$ cat config.mk
export PLATFORM = sky130hd
export DESIGN_NAME = dual_gate_irq_ctrl
export DESIGN_NICKNAME = d
export VERILOG_FILES = /design/src/rtl/dgic_pkg.sv /design/src/rtl/dgic_bus_fsm.sv /design/src/rtl/dgic_gate_state.sv /design/src/rtl/dgic_deliver.sv /design/src/rtl/dual_gate_irq_ctrl.sv
export SDC_FILE = /design/constraint.sdc
export NUM_CORES = 2
export LEC_CHECK = 0
export ABC_AREA = 0
export BUFFER_PORTS_ARGS = -buffer_cell sky130_fd_sc_hd__buf_2
export CAP_MARGIN = 10
export CORE_UTILIZATION = 40
export DETAILED_ROUTE_END_ITERATION = 12
export PLACE_DENSITY_LB_ADDON = 0.08
export SLEW_MARGIN = 20
export SYNTH_ARGS = -nofsm -noshare
export SYNTH_HDL_FRONTEND = slang
export SYNTH_SLANG_ARGS = --single-unit
$ cat constraint.sdc
create_clock -name clk -period 3 [get_ports clk]
set_input_delay 0.3 -clock clk [delete_from_list [all_inputs] [get_ports clk]]
set_output_delay 0.3 -clock clk [all_outputs]
set_load 0.01 [all_outputs]
$ cat src/rtl/dgic_pkg.sv
package dgic_pkg;
    localparam int ADDR_W  = 12;
    localparam int ID_W    = 10;
    localparam int FIQ_LSB = 8;
    localparam logic [ID_W-1:0] NO_IRQ = '1;

    localparam logic [ADDR_W-1:0] OFF_CTRL     = 12'h000;
    localparam logic [ADDR_W-1:0] OFF_EN_SET   = 12'h030;
    localparam logic [ADDR_W-1:0] OFF_EN_CLR   = 12'h034;
    localparam logic [ADDR_W-1:0] OFF_SRC_BASE = 12'h100;
    localparam logic [ADDR_W-1:0] OFF_ACK      = 12'h044;
    localparam logic [ADDR_W-1:0] OFF_MSK_SET  = 12'h048;
    localparam logic [ADDR_W-1:0] OFF_MSK_CLR  = 12'h04C;

    typedef enum logic {
        ST_IDLE = 1'b0,
        ST_RESP = 1'b1
    } bus_state_e;
endpackage

$ cat src/rtl/dgic_bus_fsm.sv
module dgic_bus_fsm
    import dgic_pkg::*;
#(
    parameter int NUM_CPU = 4,
    parameter int NUM_SRC = 64,
    parameter int CPU_W   = 2,
    parameter int SRC_W   = 6
) (
    input  logic                             clk,
    input  logic                             rst_n,
    input  logic                             acc_valid,
    input  logic                             acc_write,
    input  logic                             acc_local,
    input  logic [CPU_W-1:0]                 acc_cpu,
    input  logic [ADDR_W-1:0]                acc_addr,
    input  logic [31:0]                      acc_wdata,
    input  logic [NUM_SRC-1:0][NUM_CPU-1:0]  rt_irq,
    input  logic [NUM_SRC-1:0][NUM_CPU-1:0]  rt_fiq,
    input  logic [NUM_CPU-1:0][ID_W-1:0]     ack_id,
    output logic                             en_set,
    output logic                             en_clr,
    output logic                             mk_set,
    output logic                             mk_clr,
    output logic [SRC_W-1:0]                 num,
    output logic                             ctl_wr,
    output logic [SRC_W-1:0]                 ctl_idx,
    output logic [NUM_CPU-1:0]               ctl_irq,
    output logic [NUM_CPU-1:0]               ctl_fiq,
    output logic                             rd_valid,
    output logic [31:0]                      rd_data
);
    logic              wr, rd, num_ok, ctl_hit, is_ctrl, is_ack;
    logic [ADDR_W-1:0] src_off;
    logic [31:0]       rd_next, rdata_q;
    bus_state_e        state, state_nx;

    assign wr      = acc_valid &&  acc_write;
    assign rd      = acc_valid && !acc_write;
    assign num_ok  = acc_wdata < 32'(NUM_SRC);
    assign num     = acc_wdata[SRC_W-1:0];
    assign src_off = acc_addr - OFF_SRC_BASE;
    assign ctl_hit = !acc_local && (acc_addr >= OFF_SRC_BASE) &&
                     (src_off[1:0] == 2'b00) && ((src_off >> 2) < ADDR_W'(NUM_SRC));
    assign ctl_idx = src_off[SRC_W+1:2];
    assign is_ctrl = !acc_local && (acc_addr == OFF_CTRL);
    assign is_ack  =  acc_local && (acc_addr == OFF_ACK);

    assign en_set  = wr && !acc_local && (acc_addr == OFF_EN_SET)  && num_ok;
    assign en_clr  = wr && !acc_local && (acc_addr == OFF_EN_CLR)  && num_ok;
    assign mk_set  = wr &&  acc_local && (acc_addr == OFF_MSK_SET) && num_ok;
    assign mk_clr  = wr &&  acc_local && (acc_addr == OFF_MSK_CLR) && num_ok;
    assign ctl_wr  = wr && ctl_hit;
    assign ctl_irq = acc_wdata[NUM_CPU-1:0];
    assign ctl_fiq = acc_wdata[FIQ_LSB +: NUM_CPU];

    always_comb begin
        rd_next = '0;
        if (is_ctrl) begin
            rd_next[ID_W+1:2] = ID_W'(NUM_SRC);
        end else if (ctl_hit) begin
            rd_next[NUM_CPU-1:0]         = rt_irq[ctl_idx];
            rd_next[FIQ_LSB +: NUM_CPU]  = rt_fiq[ctl_idx];
        end else if (is_ack) begin
            rd_next[ID_W-1:0] = ack_id[acc_cpu];
        end
    end

    // State register
    always_ff @(posedge clk) begin
        if (!rst_n) begin
            state   <= ST_IDLE;
            rdata_q <= '0;
        end else begin
            state <= state_nx;
            if (rd) rdata_q <= rd_next;
        end
    end

    // Transitions: read accepted, back-to-back read, response done
    always_comb begin
        state_nx = state;
        unique case (state)
            ST_IDLE: state_nx = rd ? ST_RESP : ST_IDLE;
            ST_RESP: state_nx = rd ? ST_RESP : ST_IDLE;
            default: state_nx = ST_IDLE;
        endcase
    end

    // Outputs
    always_comb begin
        rd_valid = 1'b0;
        rd_data  = '0;
        unique case (state)
            ST_IDLE: begin
                rd_valid = 1'b0;
                rd_data  = '0;
            end
            ST_RESP: begin
                rd_valid = 1'b1;
                rd_data  = rdata_q;
            end
            default: begin
                rd_valid = 1'b0;
                rd_data  = '0;
            end
        endcase
    end

    p_rdv_after_read_r9: assert property (@(posedge clk) disable iff (!rst_n)
        rd |=> rd_valid);
    p_no_rdv_r9: assert property (@(posedge clk) disable iff (!rst_n)
        !rd |=> !rd_valid);
    p_ctrl_value_r8: assert property (@(posedge clk) disable iff (!rst_n)
        (rd && is_ctrl) |=> (rd_data == (32'(NUM_SRC) << 2)));
    p_ack_code_r7: assert property (@(posedge clk) disable iff (!rst_n)
        (rd && is_ack) |=> ((rd_data[31:ID_W] == '0) &&
        ((rd_data[ID_W-1:0] == NO_IRQ) || (rd_data[ID_W-1:0] < ID_W'(NUM_SRC)))));
endmodule

$ cat src/rtl/dgic_gate_state.sv
module dgic_gate_state #(
    parameter int NUM_CPU = 4,
    parameter int NUM_SRC = 64,
    parameter int CPU_W   = 2,
    parameter int SRC_W   = 6
) (
    input  logic                             clk,
    input  logic                             rst_n,
    input  logic                             en_set,
    input  logic                             en_clr,
    input  logic                             mk_set,
    input  logic                             mk_clr,
    input  logic [SRC_W-1:0]                 num,
    input  logic [CPU_W-1:0]                 cpu,
    input  logic                             ctl_wr,
    input  logic [SRC_W-1:0]                 ctl_idx,
    input  logic [NUM_CPU-1:0]               ctl_irq,
    input  logic [NUM_CPU-1:0]               ctl_fiq,
    output logic [NUM_SRC-1:0]               en,
    output logic [NUM_CPU-1:0][NUM_SRC-1:0]  mask,
    output logic [NUM_SRC-1:0][NUM_CPU-1:0]  rt_irq,
    output logic [NUM_SRC-1:0][NUM_CPU-1:0]  rt_fiq
);
    for (genvar s = 0; s < NUM_SRC; s++) begin : g_src
        always_ff @(posedge clk) begin
            if (!rst_n) begin
                en[s] <= 1'b0;
            end else if (en_set && (num == SRC_W'(s))) begin
                en[s] <= 1'b1;
            end else if (en_clr && (num == SRC_W'(s))) begin
                en[s] <= 1'b0;
            end
        end

        always_ff @(posedge clk) begin
            if (!rst_n) begin
                rt_irq[s] <= '0;
                rt_fiq[s] <= '0;
            end else if (ctl_wr && (ctl_idx == SRC_W'(s))) begin
                rt_irq[s] <= ctl_irq;
                rt_fiq[s] <= ctl_fiq;
            end
        end

        for (genvar c = 0; c < NUM_CPU; c++) begin : g_cpu
            always_ff @(posedge clk) begin
                if (!rst_n) begin
                    mask[c][s] <= 1'b1;
                end else if (cpu == CPU_W'(c) && num == SRC_W'(s)) begin
                    if (mk_set)      mask[c][s] <= 1'b1;
                    else if (mk_clr) mask[c][s] <= 1'b0;
                end
            end
        end
    end

    p_en_set_r2: assert property (@(posedge clk) disable iff (!rst_n)
        en_set |=> en[$past(num)]);
    p_en_clr_r2: assert property (@(posedge clk) disable iff (!rst_n)
        en_clr |=> !en[$past(num)]);
    p_ctl_hold_r4: assert property (@(posedge clk) disable iff (!rst_n)
        !ctl_wr |=> ($stable(rt_irq) && $stable(rt_fiq)));

    for (genvar c = 0; c < NUM_CPU; c++) begin : g_chk
        p_mask_other_r3: assert property (@(posedge clk) disable iff (!rst_n)
            ((mk_set || mk_clr) && (cpu != CPU_W'(c))) |=> $stable(mask[c]));
    end
endmodule

$ cat src/rtl/dgic_deliver.sv
module dgic_deliver
    import dgic_pkg::*;
#(
    parameter int NUM_CPU    = 4,
    parameter int NUM_SRC    = 64,
    parameter int LAST_LOCAL = 28
) (
    input  logic                             clk,
    input  logic                             rst_n,
    input  logic [NUM_SRC-1:0]               src_level,
    input  logic [NUM_SRC-1:0]               en,
    input  logic [NUM_CPU-1:0][NUM_SRC-1:0]  mask,
    input  logic [NUM_SRC-1:0][NUM_CPU-1:0]  rt_irq,
    output logic [NUM_CPU-1:0][ID_W-1:0]     ack_id,
    output logic [NUM_CPU-1:0]               irq_out
);
    logic [NUM_CPU-1:0][NUM_SRC-1:0] pend;

    for (genvar c = 0; c < NUM_CPU; c++) begin : g_cpu
        for (genvar s = 0; s < NUM_SRC; s++) begin : g_src
            if (s <= LAST_LOCAL) begin : g_local
                assign pend[c][s] = src_level[s] && en[s] && !mask[c][s];
            end else begin : g_shared
                assign pend[c][s] = src_level[s] && en[s] && !mask[c][s] && rt_irq[s][c];
            end
        end

        always_comb begin
            ack_id[c] = NO_IRQ;
            for (int s = NUM_SRC - 1; s >= 0; s--) begin
                if (pend[c][s]) ack_id[c] = ID_W'(s);
            end
        end

        always_ff @(posedge clk) begin
            if (!rst_n) irq_out[c] <= 1'b0;
            else        irq_out[c] <= |pend[c];
        end

        p_irq_needs_gates_r5: assert property (@(posedge clk) disable iff (!rst_n)
            irq_out[c] |-> $past(|(src_level & en & ~mask[c])));
        p_ack_in_range_r7: assert property (@(posedge clk) disable iff (!rst_n)
            (ack_id[c] != NO_IRQ) |-> (ack_id[c] < ID_W'(NUM_SRC)));
    end
endmodule

$ cat src/rtl/dual_gate_irq_ctrl.sv
module dual_gate_irq_ctrl
    import dgic_pkg::*;
#(
    parameter int NUM_CPU    = 4,
    parameter int NUM_SRC    = 64,
    parameter int LAST_LOCAL = 28,
    localparam int CPU_W     = $clog2(NUM_CPU),
    localparam int SRC_W     = $clog2(NUM_SRC)
) (
    input  logic                 clk,
    input  logic                 rst_n,
    input  logic [NUM_SRC-1:0]   src_level,
    input  logic                 acc_valid,
    input  logic                 acc_write,
    input  logic                 acc_local,
    input  logic [CPU_W-1:0]     acc_cpu,
    input  logic [ADDR_W-1:0]    acc_addr,
    input  logic [31:0]          acc_wdata,
    output logic                 rd_valid,
    output logic [31:0]          rd_data,
    output logic [NUM_CPU-1:0]   irq_out
);
    logic                             en_set, en_clr, mk_set, mk_clr, ctl_wr;
    logic [SRC_W-1:0]                 num, ctl_idx;
    logic [NUM_CPU-1:0]               ctl_irq, ctl_fiq;
    logic [NUM_SRC-1:0]               en;
    logic [NUM_CPU-1:0][NUM_SRC-1:0]  mask;
    logic [NUM_SRC-1:0][NUM_CPU-1:0]  rt_irq, rt_fiq;
    logic [NUM_CPU-1:0][ID_W-1:0]     ack_id;

    dgic_bus_fsm #(.NUM_CPU(NUM_CPU), .NUM_SRC(NUM_SRC), .CPU_W(CPU_W), .SRC_W(SRC_W)) u_bus (
        .clk(clk), .rst_n(rst_n), .acc_valid(acc_valid), .acc_write(acc_write),
        .acc_local(acc_local), .acc_cpu(acc_cpu), .acc_addr(acc_addr), .acc_wdata(acc_wdata),
        .rt_irq(rt_irq), .rt_fiq(rt_fiq), .ack_id(ack_id),
        .en_set(en_set), .en_clr(en_clr), .mk_set(mk_set), .mk_clr(mk_clr), .num(num),
        .ctl_wr(ctl_wr), .ctl_idx(ctl_idx), .ctl_irq(ctl_irq), .ctl_fiq(ctl_fiq),
        .rd_valid(rd_valid), .rd_data(rd_data)
    );

    dgic_gate_state #(.NUM_CPU(NUM_CPU), .NUM_SRC(NUM_SRC), .CPU_W(CPU_W), .SRC_W(SRC_W)) u_state (
        .clk(clk), .rst_n(rst_n), .en_set(en_set), .en_clr(en_clr), .mk_set(mk_set),
        .mk_clr(mk_clr), .num(num), .cpu(acc_cpu), .ctl_wr(ctl_wr), .ctl_idx(ctl_idx),
        .ctl_irq(ctl_irq), .ctl_fiq(ctl_fiq), .en(en), .mask(mask),
        .rt_irq(rt_irq), .rt_fiq(rt_fiq)
    );

    dgic_deliver #(.NUM_CPU(NUM_CPU), .NUM_SRC(NUM_SRC), .LAST_LOCAL(LAST_LOCAL)) u_deliver (
        .clk(clk), .rst_n(rst_n), .src_level(src_level), .en(en), .mask(mask),
        .rt_irq(rt_irq), .ack_id(ack_id), .irq_out(irq_out)
    );
endmodule

# Word-level counts from Yosys, hierarchy flattened
# Cells that the tools add are included.
[totals]
regBits = 849
out_inout_bits = 37
[classes]
n_lt_le_gt_ge = 5
n_mux = 402
add_sub_neg = 1
n_bitwise = 1
n_reduce_logical = 1514
eq_ne = 134
[op_table]
columns = ["cell", "count"]
rows = [
  ["2-to-1 mux 10 bit", 259],
  ["logical AND 1 bit", 926],
  ["AND reduction 2 bit", 256],
  ["== test 6 bit (second input constant)", 64],
  ["logical NOT 1 bit", 258],
  ["OR reduction 64 bit", 4],
  ["== test 6 x 5 -> 1 bit (second input constant)", 32],
  ["2-to-1 mux 1 bit", 131],
  ["nonzero test 2 bit", 65],
  ["== test 6 x 4 -> 1 bit (second input constant)", 16],
  ["one-hot mux 32 bit (2 select lines)", 1],
  ["binary-select mux 4 bit (select 6 bit)", 2],
  ["== test 6 x 3 -> 1 bit (second input constant)", 8],
  ["== test 12 x 7 -> 1 bit (second input constant)", 3],
  ["less-than comparator 32 x 7 -> 1 bit (second input constant)", 1],
  ["== test 12 x 6 -> 1 bit (second input constant)", 2],
  ["== test 6 x 2 -> 1 bit (second input constant)", 4],
  ["binary-select mux 10 bit (select 2 bit)", 1],
  ["2-to-1 mux 4 bit", 4],
  ["== test 6 x 1 -> 1 bit (second input constant)", 2],
  [">= comparator 12 x 9 -> 1 bit (second input constant)", 1],
  ["logical NOT 12 bit", 1],
  ["logical NOT 6 bit", 2],
  ["subtractor 12 x 9 -> 12 bit (second input constant)", 1],
  ["9 further kinds", 13],
]

# Depth between registers and ports, before layout
[depth]
ltp_word = 72
mapped_depth = 12
ltp_nobuf = 8

# By module
# From an unflattened synthesis, not the netlist that was laid out.
[hier_totals]
cells_unflattened = 5053
area_unflattened_um2 = 44944.4
[modules_own_cells]
columns = ["mod", "area_each_um2", "instances", "cells_per_inst", "seq_area_each_um2"]
rows = [
  ["dgic_gate_state", 34041.4, 1, 3717, 16656.0],
  ["dgic_bus_fsm", 5589.1, 1, 533, 260.2],
  ["dgic_deliver", 5313.8, 1, 803, 80.1],
]

# Worst setup path before layout
# Ideal clock, no wire load.
[synth_timing]
path_type = "input-to-reg"
from = "in acc_addr[2]"
to = "reg u_bus.rdata_q[11]"
required_ns = 2.872
arrival_time_ns = 2.899
path_buffers = 4
stages = 10
setup_slack_ns = -0.026
path_cell_list = "buf_2 > buf_2 > buf_2 > buf_1 > mux4_2 > mux4_2 > mux2i_1 > o32ai_1 > a21oi_1 > nor2_1"
[synth_between]
elab_chain_len = 6
[synth_rtl]
columns = ["element", "line", "text"]
rows = [
  ["start: declaration", "dual_gate_irq_ctrl.sv:17", "input logic [ADDR_W-1:0] acc_addr,"],
  ["parallel branches: the longest is 5 deep, another holds subtractor 12 x 9 -> 12 bit", "--", ""],
  ["2-to-1 mux 10 bit (*)", "dgic_bus_fsm.sv:58", "if (is_ctrl) begin"],
  ["end signal: assignment", "dgic_bus_fsm.sv:75", "if (rd) rdata_q <= rd_next;"],
  ["end: declaration", "dgic_bus_fsm.sv:34", "logic [31:0] rd_next, rdata_q;"],
]
# Every way passes the cells marked *. The select of a mux whose other input is x is not followed.
# A chain may end at the register's enable or synchronous reset.

# Worst setup path in the final report
[layout_timing]
from = "reg u_state.en[57]"
to = "reg u_bus.rdata_q[2]"
[layout_between]
elab_chain_len = 66
[layout_rtl]
columns = ["element", "line", "text"]
rows = [
  ["start: declaration", "dgic_gate_state.sv:19", "output logic [NUM_SRC-1:0] en,"],
  ["start signal: indexed assignment", "dgic_gate_state.sv:27", "en[s] <= 1'b0;"],
  ["start signal: indexed assignment", "dgic_gate_state.sv:29", "en[s] <= 1'b1;"],
  ["start signal: indexed assignment", "dgic_gate_state.sv:31", "en[s] <= 1'b0;"],
  ["logical AND 1 bit (*)", "dgic_deliver.sv:24", "assign pend[c][s] = src_level[s] && en[s] && !mask[c][s] && rt_irq[s][c];"],
  ["logical AND 1 bit (2 in series)", "dgic_deliver.sv:24", ""],
  ["2-to-1 mux 10 bit (58 in series)", "dgic_deliver.sv:31", "if (pend[c][s]) ack_id[c] = ID_W'(s);"],
  ["binary-select mux 10 bit (select 2 bit) (*)", "dgic_bus_fsm.sv:64", "rd_next[ID_W-1:0] = ack_id[acc_cpu];"],
  ["2-to-1 mux 10 bit (not written as such) (*)", "dgic_bus_fsm.sv:64", ""],
  ["2-to-1 mux 10 bit (*)", "dgic_bus_fsm.sv:63", "end else if (is_ack) begin"],
  ["2-to-1 mux 4 bit (*)", "dgic_bus_fsm.sv:60", "end else if (ctl_hit) begin"],
  ["2-to-1 mux 10 bit (*)", "dgic_bus_fsm.sv:58", ""],
]
# Mark *: on every way between the ends. The rest lies on a longest branch, timed or not. The select of a mux whose other input is x is not followed.

==> flow_summary_export.csv <==
group,metric,value,unit
status,status,"complete, but fails checks",
status,violations,"negative setup slack",
routing,postRouteAntennaNets,0,
global_route,grtUsageTotal,31.7,%
sta,drv_slew,0,
cts,cts_buffers,97,
floorplan,rows,116,
synthesis,yosysWarnings,0,
hold_path,hp-class,"input pin to flip-flop",
cts,htreeDepth,3,
layout,multi_input_area,22500,um2
setup_path,path_class,"flip-flop to flip-flop",
routing,dr.first_iter.drc_count,4916,
synthesis,synth_top_cell_by_area,"dfxtp_1",
global_route,antenna_found_initial,10,
setup_path,path_max_fanout,5,
global_route,grt_overflow_total,0,
sta,timing.slew.headroom,21.5,%
placement,io_buffers,131,
power,power,0.0250,W
setup_path,end_kind,"flip-flop",
synthesis,syn_area,40800,um2
cts,postCtsSetupRepairBufs,0,
power,p_leak,16.8,nW
cts,clockBufferDepth,3,
floorplan,die_x,322,um
synthesis,synth_seq_cells,848,
layout,regArea,17000,um2
routing,vias_per_cell,6.13,
layout,nFillCells,9703,
synthesis,synth_ff_type,"dfxtp_1",
sta,max_slew.worst_pin.slew,1.17,ns
setup_path,crit_arrival,3.60,ns
sta,fin_worst_skew,0.0278,ns
global_route,grt_pass1_vias,36158,
sta,hold_violations,0,
layout,final_util,48.3,%
power,peakVddDrop,0.000486,V
sta,fin_crit_sh,100,%
global_route,grt_first_pass_wirelength,246,mm
cts,cts_root_buf,"clkbuf_16",
routing,num_vias,39964,
placement,dp_hpwl,121,mm
floorplan,io_pins,152,
floorplan,dieArea,103000,um2
synthesis,yosysSeqAreaShare,41.6,%
routing,wire_per_inst,25.8,um
synthesis,yosysTopAreaCellShare,41.6,%
sta,clock.fmax,332,MHz
synthesis,syn_inst,4821,
routing,drtPass1Iterations,6,
cts,clkTransAtPathRegs,0.06,ns
sta,setup_viol,1,
sta,hold_ws,0.194,ns
job,max_cap_viol_count,0,
placement,gp_congestion,1.00,
floorplan,core-area,101000,um2
setup_path,required,3.60,ns
layout,syn_to_final_growth,19.0,%
cts,clkSinkCount,848,
synthesis,yosysMostFrequentCell,"nand2_1",
global_route,grtUsageMet2,45.9,%
sta,fin_ws,-0.00773,ns
synthesis,syn_area_per_cell,8.47,um2
routing,wl,168,mm
layout,fin_nets,5200,
synthesis,yosys-top-cells-area,"dfxtp_1 42%, nand2_1 11%, mux4_2 9.2%",
synthesis,synth_edf_count,0,
sta,period_needed,3.01,ns
layout,drive_above_1_share,17.3,%
setup_path,cp-start-kind,"flip-flop",
cts,clk_latency,0.69,ns
synthesis,postSynth.asyncResetShare,0,%
floorplan,start_util,40.6,%
routing,drc,0,
global_route,busiest_layer,"met1",
synthesis,yosys-top-cells-count,"1,149 x nand2_1, 848 x dfxtp_1, 514 x a21oi_1, 368 x o21ai_0, 271 x clkbuf_1",
sta,tns,-0.00773,ns
floorplan,die-height,322,um
global_route,grt_max_degree,194,
global_route,use_met1,47.3,%
synthesis,ys_types,76,
global_route,met3_usage,6.65,%
cts,cts_tree,"yes",
power,powerDensity,514,nW/um2
## final cells by class
class | instances | area share [%]
tap | 1357 | 3.49
sequential | 848 | 34.9
multi-input combinational | 3610 | 46.4
clock inverter | 36 | 0.999
timing repair buffer | 513 | 8.18
inverter | 15 | 0.131
antenna | 1 | 0.00515
clock buffer | 142 | 5.90
## worst max-delay path, stage by stage (launching register included)
cell,delay [ns]
dfxtp_1,0.37
and4b_1,0.29
or4_1,0.60
a41o_1,0.37
a21oi_1,0.20
a21oi_1,0.12
o31ai_1,0.41
a211oi_1,0.14
buf_4,0.18
o31ai_1,0.23
## cells by family (layout without fill, tap and decap cells)
kind of cell	count (synthesis)	after routing	synth area share [%]
simple gates	1997	1997	23.5
compound gates	1419	1419	21.6
flops	848	848	41.6
buf+inv	382	706	3.96
mux	174	174	9.35
other cells	1	21	0.00918
## final timing paths
kind,from,end,slack (ns),depth (start not counted)
worst max register to register,u_state.en[57],u_bus.rdata_q[2],-0.008,9
worst max-delay path,u_state.en[57],u_bus.rdata_q[2],-0.008,9
worst min-delay path,acc_wdata[3],u_state.en[49],0.19,4
worst min register to register,u_state.rt_irq[52],u_state.rt_irq[52],0.45,2
## per-stage QoR
stage	worst slack [ns]	instance area, um2	cells
floorplan	0.00892	40900	4840
global placement	-0.431	45100	6342
detailed placement	-0.466	45100	6342
CTS	0.0243	48500	6521
global route	-0.0107	48600	6521
finish	-0.00773	48600	6522
## sequential cells by signal (all words and copies together), names as in the netlist
signal / count
u_state.rt_fiq: 256
u_state.rt_irq: 256
u_bus.rdata_q: 11
u_deliver.irq_out: 4
u_bus.state: 1
u_state.en: 64
u_state.mask: 256
## cells in the final DEF, fill, tap and decap left out, types with 11 or more instances in the layout
master / synthesis / final
mux4_2: 166 / 166
nor3_1: 41 / 35
clkbuf_16: 0 / 98
o21ai_0: 368 / 366
a21boi_0: 111 / 111
and3b_1: 27 / 26
nand3b_1: 59 / 59
nand3_1: 226 / 224
inv_1: 13 / 13
o2111ai_1: 19 / 17
a211oi_1: 26 / 26
o22ai_1: 17 / 17
buf_2: 23 / 128
clkbuf_1: 271 / 19
a21oi_1: 514 / 514
nand2_1: 1149 / 1148
nor4_2: 0 / 12
a31oi_1: 12 / 12
o311ai_0: 163 / 163
dfxtp_1: 848 / 848
or4_1: 14 / 12
nor4_1: 34 / 22
and4b_1: 54 / 54
conb_1: 1 / 20
nor2b_1: 14 / 12
nand4_1: 28 / 28
o31ai_1: 11 / 11
nand4b_1: 111 / 111
buf_12: 0 / 34
o311ai_1: 56 / 56
o211ai_1: 59 / 59
nand2b_1: 29 / 29
clkinv_2: 0 / 19
nor2_1: 150 / 148
clkbuf_8: 0 / 25
buf_4: 21 / 347
and2_1: 23 / 23
## layer usage
metal | share of wire [%] | up-vias
met4 | 2.3 | 6
met2 | 42 | 1837
met5 | 0.020 | -
met1 | 46 | 19579
li1 | - | 18339
met3 | 9.8 | 203
## power by group
group / leakage (nW) / switching [W] / total [W] / internal (W)
clock network: 1.67 / 0.00511 / 0.0126 / 0.00749
registers: 6.84 / 0.00000429 / 0.0113 / 0.0113
logic: 8.27 / 0.000823 / 0.00113 / 0.000312
total: 16.8 / 0.00594 / 0.0250 / 0.0191
## timing repair
action | in CTS | in global routing
endpoints found under the setup margin | 2 | 6
pin swaps | 0 | 4
gates cloned | 0 | 0
hold endpoints to repair | 16 | 0
resized for setup | 4 | 19
hold buffers | 1 | 0
Note: power is estimated with default switching activity, not from simulation.
